$ cat src/rtl/io_wait_pkg.sv
package io_wait_pkg;
  localparam int CODE_W = 3;
  localparam int CNT_W  = CODE_W + 1;

  // stretched count 2N+1 is the code with a one appended below it
  function automatic logic [CNT_W-1:0] wait_count(input logic [CODE_W-1:0] code,
                                                  input logic stretch);
    return stretch ? {code, 1'b1} : {1'b0, code};
  endfunction
endpackage

$ cat src/rtl/io_wait_regs.sv
module io_wait_regs #(
  parameter int NREG   = 4,
  parameter int CODE_W = 3,
  parameter int CFG_AW = 3
) (
  input  logic                         clk,
  input  logic                         rst,
  input  logic                         cfg_we,
  input  logic [CFG_AW-1:0]            cfg_addr,
  input  logic [CODE_W-1:0]            cfg_wdata,
  output logic [CODE_W-1:0]            cfg_rdata,
  output logic [NREG-1:0][CODE_W-1:0]  codes,
  output logic                         stretch
);
  localparam int SEL_W = $clog2(NREG);

  logic [NREG-1:0][CODE_W-1:0] code_q;
  logic                        stretch_q;

  for (genvar g = 0; g < NREG; g++) begin : g_code
    always_ff @(posedge clk) begin
      if (rst)
        code_q[g] <= '1;
      else if (cfg_we && cfg_addr == CFG_AW'(g))
        code_q[g] <= cfg_wdata;
    end
  end

  always_ff @(posedge clk) begin
    if (rst)
      stretch_q <= 1'b1;
    else if (cfg_we && cfg_addr == CFG_AW'(NREG))
      stretch_q <= cfg_wdata[0];
  end

  always_comb begin
    cfg_rdata = '0;
    if (cfg_addr < CFG_AW'(NREG))
      cfg_rdata = code_q[cfg_addr[SEL_W-1:0]];
    else if (cfg_addr == CFG_AW'(NREG))
      cfg_rdata = CODE_W'(stretch_q);
  end

  assign codes   = code_q;
  assign stretch = stretch_q;


  reset_vals_chk: assert property (@(posedge clk) disable iff (rst)
    $past(rst) |-> (&code_q && stretch_q));


  cfg_idle_hold_chk: assert property (@(posedge clk) disable iff (rst)
    !cfg_we |=> ($stable(code_q) && $stable(stretch_q)));
endmodule

$ cat src/rtl/io_wait_seq.sv
module io_wait_seq
  import io_wait_pkg::*;
#(
  parameter int DATA_W = 16,
  parameter int IO_AW  = 11
) (
  input  logic              clk,
  input  logic              rst,
  input  logic              req,
  input  logic [IO_AW-1:0]  req_addr,
  input  logic              req_wr,
  input  logic [DATA_W-1:0] req_wdata,
  input  logic [CNT_W-1:0]  wait_n,
  output logic              core_ready,
  output logic [DATA_W-1:0] core_rdata,
  output logic              io_sel,
  output logic              io_rd,
  output logic              io_wr,
  output logic [IO_AW-1:0]  io_addr,
  output logic [DATA_W-1:0] io_wdata,
  input  logic [DATA_W-1:0] io_rdata
);
  logic             busy_q;
  logic [CNT_W-1:0] cnt_q;
  logic             last;

  assign last = busy_q && (cnt_q == '0);

  always_ff @(posedge clk) begin
    if (rst) begin
      busy_q     <= 1'b0;
      cnt_q      <= '0;
      io_sel     <= 1'b0;
      io_rd      <= 1'b0;
      io_wr      <= 1'b0;
      io_addr    <= '0;
      io_wdata   <= '0;
      core_rdata <= '0;
    end else if (!busy_q) begin
      if (req) begin
        busy_q   <= 1'b1;
        cnt_q    <= wait_n;
        io_sel   <= 1'b1;
        io_rd    <= !req_wr;
        io_wr    <= req_wr;
        io_addr  <= req_addr;
        io_wdata <= req_wdata;
      end
    end else if (last) begin
      busy_q <= 1'b0;
      io_sel <= 1'b0;
      io_rd  <= 1'b0;
      io_wr  <= 1'b0;
      if (io_rd) core_rdata <= io_rdata;
    end else begin
      cnt_q <= cnt_q - 1'b1;
    end
  end

  assign core_ready = !busy_q || last;


  ready_end_chk: assert property (@(posedge clk) disable iff (rst)
    (io_sel && core_ready) |=> !io_sel);


  strobe_excl_chk: assert property (@(posedge clk) disable iff (rst)
    !(io_rd && io_wr) && ((io_rd || io_wr) == io_sel));


  addr_hold_chk: assert property (@(posedge clk) disable iff (rst)
    (io_sel && $past(io_sel) && !$past(core_ready)) |-> $stable(io_addr));


  wdata_hold_chk: assert property (@(posedge clk) disable iff (rst)
    (io_wr && $past(io_wr) && !$past(core_ready)) |-> $stable(io_wdata));


  idle_ready_chk: assert property (@(posedge clk) disable iff (rst)
    !io_sel |-> core_ready);
endmodule

$ cat src/rtl/io_wait_gen.sv
module io_wait_gen
  import io_wait_pkg::*;
#(
  parameter int DATA_W = 16,
  parameter int IO_AW  = 11,
  parameter int BUS_AW = 14,
  parameter int NREG   = 4
) (
  input  logic              clk,
  input  logic              rst,
  input  logic              req,
  input  logic [BUS_AW-1:0] req_addr,
  input  logic              req_wr,
  input  logic [DATA_W-1:0] req_wdata,
  output logic              core_ready,
  output logic [DATA_W-1:0] core_rdata,
  input  logic              cfg_we,
  input  logic [2:0]        cfg_addr,
  input  logic [CODE_W-1:0] cfg_wdata,
  output logic [CODE_W-1:0] cfg_rdata,
  output logic              io_sel,
  output logic              io_rd,
  output logic              io_wr,
  output logic [IO_AW-1:0]  io_addr,
  output logic [DATA_W-1:0] io_wdata,
  input  logic [DATA_W-1:0] io_rdata
);
  localparam int SEL_W = $clog2(NREG);

  logic [NREG-1:0][CODE_W-1:0] codes;
  logic                        stretch;
  logic [SEL_W-1:0]            region;
  logic [CNT_W-1:0]            wait_n;
  logic                        unused_hi;

  assign unused_hi = ^req_addr[BUS_AW-1:IO_AW];
  assign region    = req_addr[IO_AW-1 -: SEL_W];
  assign wait_n    = wait_count(codes[region], stretch);

  io_wait_regs #(.NREG(NREG), .CODE_W(CODE_W), .CFG_AW(3)) i_regs (
    .clk(clk), .rst(rst), .cfg_we(cfg_we), .cfg_addr(cfg_addr),
    .cfg_wdata(cfg_wdata), .cfg_rdata(cfg_rdata), .codes(codes), .stretch(stretch)
  );

  io_wait_seq #(.DATA_W(DATA_W), .IO_AW(IO_AW)) i_seq (
    .clk(clk), .rst(rst), .req(req), .req_addr(req_addr[IO_AW-1:0]),
    .req_wr(req_wr), .req_wdata(req_wdata), .wait_n(wait_n),
    .core_ready(core_ready), .core_rdata(core_rdata), .io_sel(io_sel),
    .io_rd(io_rd), .io_wr(io_wr), .io_addr(io_addr), .io_wdata(io_wdata),
    .io_rdata(io_rdata)
  );
endmodule

$ cat config.mk
export PLATFORM = sky130hd
export DESIGN_NAME = io_wait_gen
export DESIGN_NICKNAME = d
export VERILOG_FILES = /design/src/rtl/io_wait_pkg.sv /design/src/rtl/io_wait_regs.sv /design/src/rtl/io_wait_seq.sv /design/src/rtl/io_wait_gen.sv
export SDC_FILE = /design/constraint.sdc
export NUM_CORES = 1
export LEC_CHECK = 0
export ABC_CLOCK_PERIOD_IN_PS = 3000
export BUFFER_PORTS_ARGS = -buffer_cell sky130_fd_sc_hd__buf_2
export CAP_MARGIN = 20
export CORE_MARGIN = 1.5
export CORE_UTILIZATION = 52
export DETAILED_ROUTE_END_ITERATION = 10
export PLACE_DENSITY = 0.85
export SLEW_MARGIN = 10
export SYNTH_ARGS = -nofsm -noshare
export SYNTH_HDL_FRONTEND = slang
export SYNTH_SLANG_ARGS = --single-unit
$ cat constraint.sdc
create_clock -name clk -period 3 [get_ports clk]
set_input_delay 0.15 -clock clk [delete_from_list [all_inputs] [get_ports clk]]
set_output_delay 0.15 -clock clk [all_outputs]
set_load 0.05 [all_outputs]
==> impl_metrics.py, run 1 <==
metrics = {
    "run_status": {
        "status": "finished, final reports clean",
    },
    "yosys": {
        "syn-instance-count": 315,
        "synthArstFlopShare_pct": 0,
        "ys_warn_count": 0,
        "synth.distinct_cells": 40,
        "ys_seq_elements": 64,
        "synth_area_sq_mm": 0.00272,
        "avgSynthCellArea_sq_um": 8.64,
        "ys_seq_area_share_pct": 47.1,
        "synth_edf_count": 0,
        "synthFlopType": "dfxtp_1",
        "synth_nets": 374,
    },
    "sta": {
        "relSlewSlack_pct": 56.4,
        "period_needed_ps": 1780,
        "final.setup.worst_slack_ps": 1220,
        "rsz0062_at_grt": "no",
        "timing_max_transition_violations_final": 0,
        "hold_slack_ps": 52.3,
        "setup-violations-final": 0,
        "finalCritPeriodShare_pct": 59.4,
        "hold_viol": 0,
        "finalClockSkew_ps": 6.03,
        "fin_tns_setup_ps": 0,
        "tightest_slew_ps": 654,
        "fmax_mhz": 561,
    },
    "die": {
        "core_area_sq_mm": 0.00507,
        "die_w_um": 75.3,
        "die_h_um": 75.3,
        "dieArea_sq_mm": 0.00568,
        "rows": 26,
        "start_util_pct": 53.6,
        "pin_count": 107,
    },
    "placed_design": {
        "port_buffers": 103,
        "dp.cells": 467,
        "dp_slack_ps": 1170,
        "gp_congestion": 0.800,
        "postPlaceCellArea_sq_mm": 0.00322,
        "place_hpwl_um": 4250,
    },
    "hold_path": {
        "whs_path_depth": 3,
        "hp-class": "in2reg",
    },
    "finish": {
        "drive_gt1_share_pct": 32.4,
        "layout_common_cells": "buf_2 (103), nand2_1 (93), dfxtp_1 (64)",
        "final_common_cell": "buf_2",
        "instances_no_fill": 483,
        "final_core_util_pct": 67.2,
        "final_nets": 468,
        "fin_area_sq_mm": 0.00341,
        "n_antenna_cell": 0,
        "area_growth_syn_to_layout_pct": 25.2,
    },
    "clock_tree": {
        "clkLatencyLatePin_ps": 330,
        "clk_path_buf_depth": 2,
        "root_buffer": "clkbuf_8",
        "clock_sinks": 64,
        "cts-resized-gates": 0,
        "htree_levels": 3,
        "cts_buffers": 9,
        "postCtsSetupRepairBufs": 0,
        "cts_tree": "yes",
        "path_clk_slew_ps": 60,
        "cts_hold_buf": 0,
    },
    "power_and_ir_drop": {
        "vdd_drop_max_uv": 413,
        "cellLeakagePower_nw": 1.49,
        "powerDensity_mw_per_mm2": 564,
        "p_total_mw": 1.92,
    },
    "worst_setup_path": {
        "startpoint": "i_seq.cnt_q[0]$_SDFFE_PP0P_",
        "cp.depth": 6,
        "r2r-start": "i_seq.cnt_q[0]$_SDFFE_PP0P_",
        "crit_arrival_ps": 1990,
        "cpMaxStageDelayCell": "and4bb_1",
        "max_stage_delay_ps": 400,
        "crit_family": "simple AND/OR/NAND/NOR gates",
        "startpoint_type": "flop",
        "cp-endpoint": "i_seq.core_rdata[8]$_SDFFE_PP0P_",
        "worstPathRequired_ps": 3210,
        "path_class": "reg2reg",
        "rrSetupSlack_ps": 1220,
        "crit_path_end_kind": "flop",
        "ff2ff_path_depth": 6,
        "reg2reg_to": "i_seq.core_rdata[8]$_SDFFE_PP0P_",
        "critPathBufInv": 1,
        "crit_top_cell": "nand2_1",
        "crit_chain": "inv_1 > ha_1 > and4bb_1 > nand2_1 > nand2_1 > a21oi_1",
        "worst-path-max-fanout": 16,
    },
    "route": {
        "wl_um": 6130,
        "firstDrtPassIters": 4,
        "ant_nets": 0,
        "drc": 0,
        "via_per_inst": 5.16,
        "detail_route.wl_per_cell_um": 12.7,
        "drtIter0Drc": 99,
        "num_vias": 2494,
    },
    "grt": {
        "grt_max_degree": 65,
        "grt_remaining_overflow": 0,
        "grt_pass1_wl_um": 9300,
        "grt_pass1_vias": 2151,
        "grt_use_total_pct": 21.4,
        "antenna_found_initial": 0,
    },
    "flow_run": {
        "max_cap_violations": 0,
    },
}
==> logic make-up after synthesis <==
logic type / share of synthesized area (%)
AOI/OAI and AO/OA: 16.7
and+or+nand+nor: 23.3
buffers and inverters: 5.61
adders and majority gates: 0.919
muxes: 6.39
DFF: 47.1
==> area by class of cell <==
| type | instances | area (sq um) |
|---|---|---|
| multi-input combinational | 221 | 1290 |
| clock buffer | 12 | 155 |
| tap | 70 | 87.6 |
| clock inverter | 3 | 17.5 |
| fill | 443 | 1670 |
| inverter | 7 | 26.3 |
| sequential | 64 | 1280 |
| timing repair buffer | 106 | 551 |
==> worst min-delay path by stage <==
stage / from / to / slack, ps
after floorplan: cfg_wdata[0] / i_regs.codes[0]$_SDFFE_PP1P_ / 270
after global placement: req_wdata[13] / i_seq.io_wdata[13]$_SDFFE_PP0P_ / 390
after detailed placement: req_wdata[8] / i_seq.io_wdata[8]$_SDFFE_PP0P_ / 400
after CTS: req_wdata[6] / i_seq.io_wdata[6]$_SDFFE_PP0P_ / 40
after global routing: io_rdata[6] / i_seq.core_rdata[6]$_SDFFE_PP0P_ / 40
final: req_addr[6] / i_seq.io_addr[6]$_SDFFE_PP0P_ / 50
==> cell usage after synthesis, types with 3 or more instances <==
library cell,count,area (sq um)
a211o_1,12,105
clkbuf_1,10,37.5
buf_2,8,40.0
mux4_2,5,113
nand2b_1,3,18.8
dfxtp_1,64,1280
o21ai_0,7,35.0
nand2_1,93,349
nor3_1,3,15.0
nor2b_1,15,93.8
mux2i_1,5,50.1
a21oi_1,45,225
nor2_1,7,26.3
inv_1,7,26.3
==> report_power, final <==
part / total, mW / leakage [nW] / internal [mW] / switching, mW
clock network: 0.642 / 0.0882 / 0.338 / 0.305
logic: 0.359 / 0.880 / 0.117 / 0.243
registers: 0.921 / 0.523 / 0.894 / 0.0265
total: 1.92 / 1.49 / 1.35 / 0.574
==> layer usage <==
metal  up-vias  part of all wire, %  wire, um  track usage, %
li1       1252                    -         -               -
met1      1152                   43      2630            25.4
met2        80                   49      2990            36.2
met3        10                  7.0       427            7.41
met4         0                  1.4        85            7.54
met5         -                    0         0               0
==> worst reg2reg max path, cell delays in order (launching register included) <==
cell and delay [ps]:
dfxtp_1 320, inv_1 100, ha_1 170, and4bb_1 400, nand2_1 400, nand2_1 200
a21oi_1 90
==> state kept, by name, summed over array words and instances (netlist names) <==
| signal | cells |
|---|---|
| i_seq.io_sel | 1 |
| i_seq.io_addr | 11 |
| i_seq.busy_q | 1 |
| i_seq.core_rdata | 16 |
| i_seq.io_wr | 1 |
| i_seq.cnt_q | 4 |
| i_seq.io_rd | 1 |
| i_seq.io_wdata | 16 |
| i_regs.stretch | 1 |
| i_regs.codes | 12 |
No activity file was read; power rests on OpenSTA's default activity.
==> run 2: changes to the inputs <==
--- a/config.mk
+++ b/config.mk
@@ -5,13 +5,13 @@
 export SDC_FILE = /design/constraint.sdc
 export NUM_CORES = 1
 export LEC_CHECK = 0
-export ABC_CLOCK_PERIOD_IN_PS = 3000
+export ABC_CLOCK_PERIOD_IN_PS = 1560
 export BUFFER_PORTS_ARGS = -buffer_cell sky130_fd_sc_hd__buf_2
 export CAP_MARGIN = 20
 export CORE_MARGIN = 1.5
-export CORE_UTILIZATION = 52
+export CORE_UTILIZATION = 43
 export DETAILED_ROUTE_END_ITERATION = 10
-export PLACE_DENSITY = 0.85
+export PLACE_DENSITY = 0.75
 export SLEW_MARGIN = 10
 export SYNTH_ARGS = -nofsm -noshare
 export SYNTH_HDL_FRONTEND = slang
==> constraint.sdc (replaced) <==
create_clock -name clk -period 1.56 [get_ports clk]
set_input_delay 0.078 -clock clk [delete_from_list [all_inputs] [get_ports clk]]
set_output_delay 0.078 -clock clk [all_outputs]
set_load 0.05 [all_outputs]
==> run 2 against run 1 <==
Cell count rose by 12%. Final area up 16%. Hold slack worse by 1.3 ps. Die area is 20% higher. Wire length is 23% higher. First-iteration DRC count grew 21%. Clock power grew 87%. Combinational power is 130% higher. Count of clock-buffer cells in the layout fell by 2. Sequential power grew 93%. Sequential cell count unchanged.
==> impl_metrics.py, run 2 (synthesized netlist as in run 1, its figures left out) <==
metrics = {
    "die": {
        "pin_count": 107,
        "rows": 28,
        "core_area_sq_mm": 0.00603,
        "dieArea_sq_mm": 0.00682,
        "start_util_pct": 45.2,
        "die_w_um": 82.6,
        "die_h_um": 82.6,
    },
    "sta": {
        "fmax_mhz": 658,
        "final.setup.worst_slack_ps": 40.7,
        "rsz0062_at_grt": "yes",
        "finalCritPeriodShare_pct": 97.4,
        "tightest_slew_ps": 449,
        "setup-violations-final": 0,
        "relSlewSlack_pct": 70.1,
        "fin_tns_setup_ps": 0,
        "hold_viol": 0,
        "period_needed_ps": 1520,
        "finalClockSkew_ps": 7.07,
        "timing_max_transition_violations_final": 0,
    },
    "route": {
        "drc": 0,
        "detail_route.wl_per_cell_um": 14.0,
        "wl_um": 7570,
        "num_vias": 2728,
        "via_per_inst": 5.05,
        "firstDrtPassIters": 4,
        "drtIter0Drc": 120,
        "ant_nets": 0,
    },
    "worst_setup_path": {
        "max_stage_delay_ps": 480,
        "ff2ff_path_depth": 7,
        "cpMaxStageDelayCell": "mux4_2",
        "worstPathRequired_ps": 1480,
        "r2r-start": "i_seq.cnt_q[0]$_SDFFE_PP0P_",
        "rrSetupSlack_ps": 80,
        "worst-path-max-fanout": 3,
        "crit_path_end_kind": "output pin",
        "crit_arrival_ps": 1440,
        "crit_chain": "mux4_2 > nor2b_1 > buf_6",
        "startpoint_type": "flop",
        "reg2reg_to": "i_seq.core_rdata[1]$_SDFFE_PP0P_",
        "path_class": "reg2out",
    },
    "hold_path": {
        "min_to": "i_seq.io_rd$_SDFFE_PP0P_",
        "whs_path_depth": 3,
        "min_from": "req_wr",
        "hp-class": "in2reg",
    },
    "clock_tree": {
        "root_buffer": "clkbuf_8",
        "clock_sinks": 64,
        "path_clk_slew_ps": 70,
        "htree_levels": 3,
        "cts_buffers": 9,
        "clk_path_buf_depth": 2,
        "cts_tree": "yes",
        "clkLatencyLatePin_ps": 330,
    },
    "run_status": {
        "status": "finished, final reports clean",
    },
    "finish": {
        "layout_common_cells": "buf_2 (99), nand2_1 (93), dfxtp_1 (57)",
        "area_growth_syn_to_layout_pct": 45.7,
        "n_antenna_cell": 0,
        "final_common_cell": "buf_2",
        "instances_no_fill": 540,
        "fin_area_sq_mm": 0.00397,
        "final_nets": 519,
        "drive_gt1_share_pct": 33.5,
        "fill_cells": 486,
    },
    "grt": {
        "grt_pass1_vias": 2587,
        "grt_remaining_overflow": 0,
        "grt_use_total_pct": 21.4,
        "antenna_found_initial": 0,
        "grt_pass1_wl_um": 11100,
        "grt_max_degree": 30,
    },
    "power_and_ir_drop": {
        "cellLeakagePower_nw": 1.73,
        "powerDensity_mw_per_mm2": 960,
        "vdd_drop_max_uv": 572,
    },
    "placed_design": {
        "dp_slack_ps": -35.0,
        "dp.cells": 478,
        "place_hpwl_um": 4630,
        "gp_congestion": 0.832,
        "port_buffers": 103,
        "postPlaceCellArea_sq_mm": 0.00330,
    },
    "flow_run": {
        "max_cap_violations": 0,
    },
}
run 2: changes by cell type in the layout (fill, tap and decap cells not counted), sizes merged:
cell,delta
and2,+1
buf,+7
clkbuf,-2
clkinv,+3
dlygate4sd3,+43
run 2: worst max-delay path, delay by kind of cell (launching register included):
kind / cells / cell delay, ps
buffers and inverters: 1 / 160
DFF: 1 / 330
muxes: 1 / 480
and+or+nand+nor: 1 / 160
run 2: per-stage QoR:
stage | hold WS [ps] | utilization (%) | power (mW)
after floorplan | 196 | - | 2.31
after global placement | 319 | 54.8 | 2.51
after detailed placement | 325 | 54.8 | 2.52
after CTS | 30.3 | 65.0 | 3.82
after global routing | 43.3 | 65.8 | 3.99
final | 51.0 | 65.8 | 3.81
run 2: layer usage:
metal  track usage (%)  part of all wire [%]  wire, um
met1              23.0                    41      3070
met3              4.29                   6.4       485
met2              39.7                    52      3940
met4              10.2                  0.98        74
met5                 0                     0         0
run 2: layout make-up:
cell class              instances  area [sq um]  area share (%)
clock buffers                  10           128            3.22
flip-flops and latches         64          1290            32.5
clock inverters                 6          36.3           0.915
inverters                       7          26.3           0.662
multi-input cells             222          1310            33.0
repair buffers                156          1080            27.3
well taps                      75          93.8            2.37
run 2: worst max-delay path by stage:
stage / to / slack, ps / from
CTS: core_ready / -10 / i_seq.cnt_q[0]$_SDFFE_PP0P_
floorplan: i_seq.core_rdata[1]$_SDFFE_PP0P_ / 40 / i_seq.cnt_q[0]$_SDFFE_PP0P_
global placement: i_seq.core_rdata[1]$_SDFFE_PP0P_ / 50 / i_seq.cnt_q[0]$_SDFFE_PP0P_
finish: cfg_rdata[2] / 40 / i_regs.codes[11]$_SDFFE_PP1P_
detailed placement: i_seq.core_rdata[8]$_SDFFE_PP0P_ / -30 / i_seq.cnt_q[0]$_SDFFE_PP0P_
global route: cfg_rdata[0] / -2 / i_regs.codes[9]$_SDFFE_PP1P_
run 2: what timing repair did:
item	4_1_cts	5_1_grt
pin swaps	0	2
setup endpoints to repair	20	20
setup buffers	0	2
gates resized for setup	8	15
hold buffers	43	0
endpoints found under the hold margin	46	0
cloned	0	1
run 2: where the power goes:
| part | total, mW | internal, mW | switching (mW) |
|---|---|---|---|
| Combinational | 0.828 | 0.328 | 0.500 |
| Sequential | 1.78 | 1.72 | 0.0557 |
| Clock | 1.20 | 0.568 | 0.636 |
| Total | 3.81 | 2.62 | 1.19 |
==> run 3: changes to the inputs <==
--- a/config.mk
+++ b/config.mk
@@ -9,10 +9,11 @@
 export BUFFER_PORTS_ARGS = -buffer_cell sky130_fd_sc_hd__buf_2
 export CAP_MARGIN = 20
 export CORE_MARGIN = 1.5
-export CORE_UTILIZATION = 43
+export CORE_UTILIZATION = 44
 export DETAILED_ROUTE_END_ITERATION = 10
-export PLACE_DENSITY = 0.75
+export PLACE_DENSITY = 0.76
 export SLEW_MARGIN = 10
 export SYNTH_ARGS = -nofsm -noshare
 export SYNTH_HDL_FRONTEND = slang
+export SYNTH_HIERARCHICAL = 1
 export SYNTH_SLANG_ARGS = --single-unit
==> run 3 against run 2 <==
The flow now finishes with violations (setup timing). Critical endpoint is now cfg_rdata[1]. Sequential share of layout area shrank 0.35 points. Global-route usage grew 1.7 points. Sequential cell count is the same. Non-clock buffer count grew 5. Cell count shrank 0.93%. Via count grew 3.7%. Final area grew 0.98%. Critical path depth grew 1. Synthesized area grew 0.83%. Count of clock-buffer cells in the layout grew 1. Wire length grew 3.6%.
==> impl_metrics.py, run 3 <==
metrics = {
    "yosys": {
        "synth_nets": 366,
        "synth.top_cells.by_count": "dfxtp_1 (64), nand2_1 (56), a21oi_1 (46), nand3_1 (19), o21ai_0 (18)",
        "synth_area_sq_mm": 0.00274,
        "syn-instance-count": 307,
        "synthFlopType": "dfxtp_1",
        "ys_top_cells_by_area": "dfxtp_1 (47%), a21oi_1 (8.4%), nand2_1 (7.7%), a211o_1 (3.8%), nand3_1 (3.5%)",
        "ys_warn_count": 6,
        "synth_most_common_cell": "dfxtp_1",
        "synth.top_cell.area_share_pct": 46.7,
        "ys_seq_elements": 64,
        "synth_edf_count": 0,
        "ys_seq_area_share_pct": 46.7,
        "synth.distinct_cells": 38,
        "synthArstFlopShare_pct": 0,
        "avgSynthCellArea_sq_um": 8.94,
        "synth_top_area_cell": "dfxtp_1",
    },
    "worst_setup_path": {
        "max_stage_delay_ps": 480,
        "reg2reg_to": "i_seq/cnt_q[1]$_SDFFE_PP0P_",
        "crit_chain": "buf_6 > mux4_2 > nor2b_4 > buf_6",
        "rrSetupSlack_ps": -40,
        "critPathBufInv": 2,
        "startpoint_type": "flop",
        "crit_family": "multiplexers",
        "crit_top_cell": "buf_6",
        "ff2ff_path_depth": 5,
        "crit_path_end_kind": "output pin",
        "r2r-start": "i_regs/codes[4]$_SDFFE_PP1P_",
        "path_class": "reg2out",
        "crit_arrival_ps": 1550,
        "worstPathRequired_ps": 1480,
        "worst-path-max-fanout": 2,
        "cpMaxStageDelayCell": "mux4_2",
    },
    "finish": {
        "n_antenna_cell": 0,
        "final_common_cell": "buf_2",
        "final_core_util_pct": 67.2,
        "final_nets": 514,
        "layout_common_cells": "buf_2 (99), dfxtp_1 (58), nand2_1 (56)",
        "area_growth_syn_to_layout_pct": 46.0,
        "drive_gt1_share_pct": 34.1,
    },
    "route": {
        "detail_route.wl_per_cell_um": 14.7,
        "wl_um": 7840,
        "num_vias": 2829,
        "via_per_inst": 5.29,
        "firstDrtPassIters": 4,
        "drtIter0Drc": 156,
        "ant_nets": 0,
        "drc": 0,
    },
    "hold_path": {
        "min_from": "io_rdata[7]",
        "hp-class": "in2reg",
        "whs_path_depth": 3,
        "min_to": "i_seq/core_rdata[7]$_SDFFE_PP0P_",
    },
    "power_and_ir_drop": {
        "powerDensity_mw_per_mm2": 1020,
        "cellLeakagePower_nw": 1.75,
        "p_total_mw": 4.09,
        "vdd_drop_max_uv": 740,
    },
    "die": {
        "core_area_sq_mm": 0.00596,
        "rows": 28,
        "start_util_pct": 46.1,
        "die_h_um": 82.0,
        "dieArea_sq_mm": 0.00672,
        "die_w_um": 82.0,
        "pin_count": 107,
    },
    "sta": {
        "period_needed_ps": 1630,
        "setup-violations-final": 3,
        "final.setup.worst_slack_ps": -71.2,
        "tightest_slew_ps": 414,
        "fmax_mhz": 613,
        "finalClockSkew_ps": 4.11,
        "relSlewSlack_pct": 72.4,
        "fin_tns_setup_ps": -162,
        "rsz0062_at_grt": "yes",
        "timing_max_transition_violations_final": 0,
        "finalCritPeriodShare_pct": 105,
        "hold_viol": 0,
    },
    "clock_tree": {
        "cts_tree": "yes",
        "path_clk_slew_ps": 70,
        "clock_sinks": 64,
        "cts_buffers": 9,
        "root_buffer": "clkbuf_8",
        "clk_path_buf_depth": 2,
        "clkLatencyLatePin_ps": 340,
        "postCtsSetupRepairBufs": 0,
        "htree_levels": 3,
    },
    "flow_run": {
        "max_cap_violations": 0,
    },
    "run_status": {
        "status": "finished with violations",
        "violations": "setup timing",
    },
    "grt": {
        "grt_max_degree": 23,
        "grt_pass1_vias": 2660,
        "grt_remaining_overflow": 0,
        "grt_use_total_pct": 23.1,
        "antenna_found_initial": 0,
        "grt_pass1_wl_um": 11700,
    },
    "placed_design": {
        "dp_slack_ps": -38.1,
        "gp_congestion": 0.808,
        "place_hpwl_um": 4700,
        "port_buffers": 103,
    },
}
-- run 3: cell types whose count changed after synthesis, sizes merged, moves of 4 or more --
cell   before  now
nor2b      15   11
mux2i       5    1
nand3       0   19
nand2      93   56
o21ai       8   21
-- run 3: how the worst max path moves through the flow --
stage	startpoint	end	slack [ps]	depth (start not counted)
2_1_floorplan	i_regs/codes[4]$_SDFFE_PP1P_	i_seq/cnt_q[1]$_SDFFE_PP0P_	30	5
3_3_place_gp	i_regs/codes[4]$_SDFFE_PP1P_	i_seq/cnt_q[1]$_SDFFE_PP0P_	-10	5
3_5_place_dp	i_regs/codes[4]$_SDFFE_PP1P_	i_seq/cnt_q[1]$_SDFFE_PP0P_	-40	5
4_1_cts	i_regs/codes[10]$_SDFFE_PP1P_	cfg_rdata[1]	-70	4
5_1_grt	i_regs/codes[10]$_SDFFE_PP1P_	cfg_rdata[1]	-110	4
6_report	i_regs/codes[10]$_SDFFE_PP1P_	cfg_rdata[1]	-70	4
-- run 3: cell type report --
class                   instances  area [sq um]
clock buffers                  11           151
clock inverters                 5          55.1
fillers                       497          1950
inverters                      10          37.5
multi-input cells             209          1290
flip-flops and latches         64          1290
well taps                      75          93.8
repair buffers                161          1090
-- run 3: through the flow --
step	area [sq um]	hold WS, ps	cells
after floorplan	2740	172	307
after global placement	3310	318	476
after detailed placement	3310	326	476
after CTS	3980	2.36	535
after global routing	4010	10.8	535
final	4010	16.0	535
-- run 3: worst reg2reg max path, cell delays in order (launching register included) --
cell	delay, ps
dfxtp_1	320
mux4_1	520
mux2_2	280
inv_1	50
mux2i_1	50
o311a_1	280
-- run 3: routing by layer --
layer	global-route usage (%)	vias to the layer above	wire length, um
met1	24.7	1317	3050
met2	41.1	124	4110
met3	7.22	25	497
li1	-	1363	-
met4	11.0	0	184
met5	0	-	0
-- run 3: power by group --
| group | internal [mW] | switching (mW) | leakage [nW] | total (mW) |
|---|---|---|---|---|
| clock network | 0.819 | 0.632 | 0.101 | 1.45 |
| registers | 1.72 | 0.0595 | 0.521 | 1.78 |
| logic | 0.330 | 0.528 | 1.13 | 0.857 |
-- run 3: timing repair --
| item | in CTS | in global routing |
|---|---|---|
| setup endpoints to repair | 6 | 7 |
| hold buffers | 43 | 0 |
| hold endpoints to repair | 47 | 0 |
| pin swaps | 0 | 0 |
| resized for setup | 13 | 11 |
-- run 3: cells by family after synthesis --
logic type	count (synthesis)	share of synthesized area, %
adder cells (fa/ha/maj)	2	0.912
AND/OR/NAND/NOR	112	20.9
multiplexers	9	6.52
buffers and inverters	34	6.89
AO/OA/AOI/OAI	86	18.1
flip-flops	64	46.7
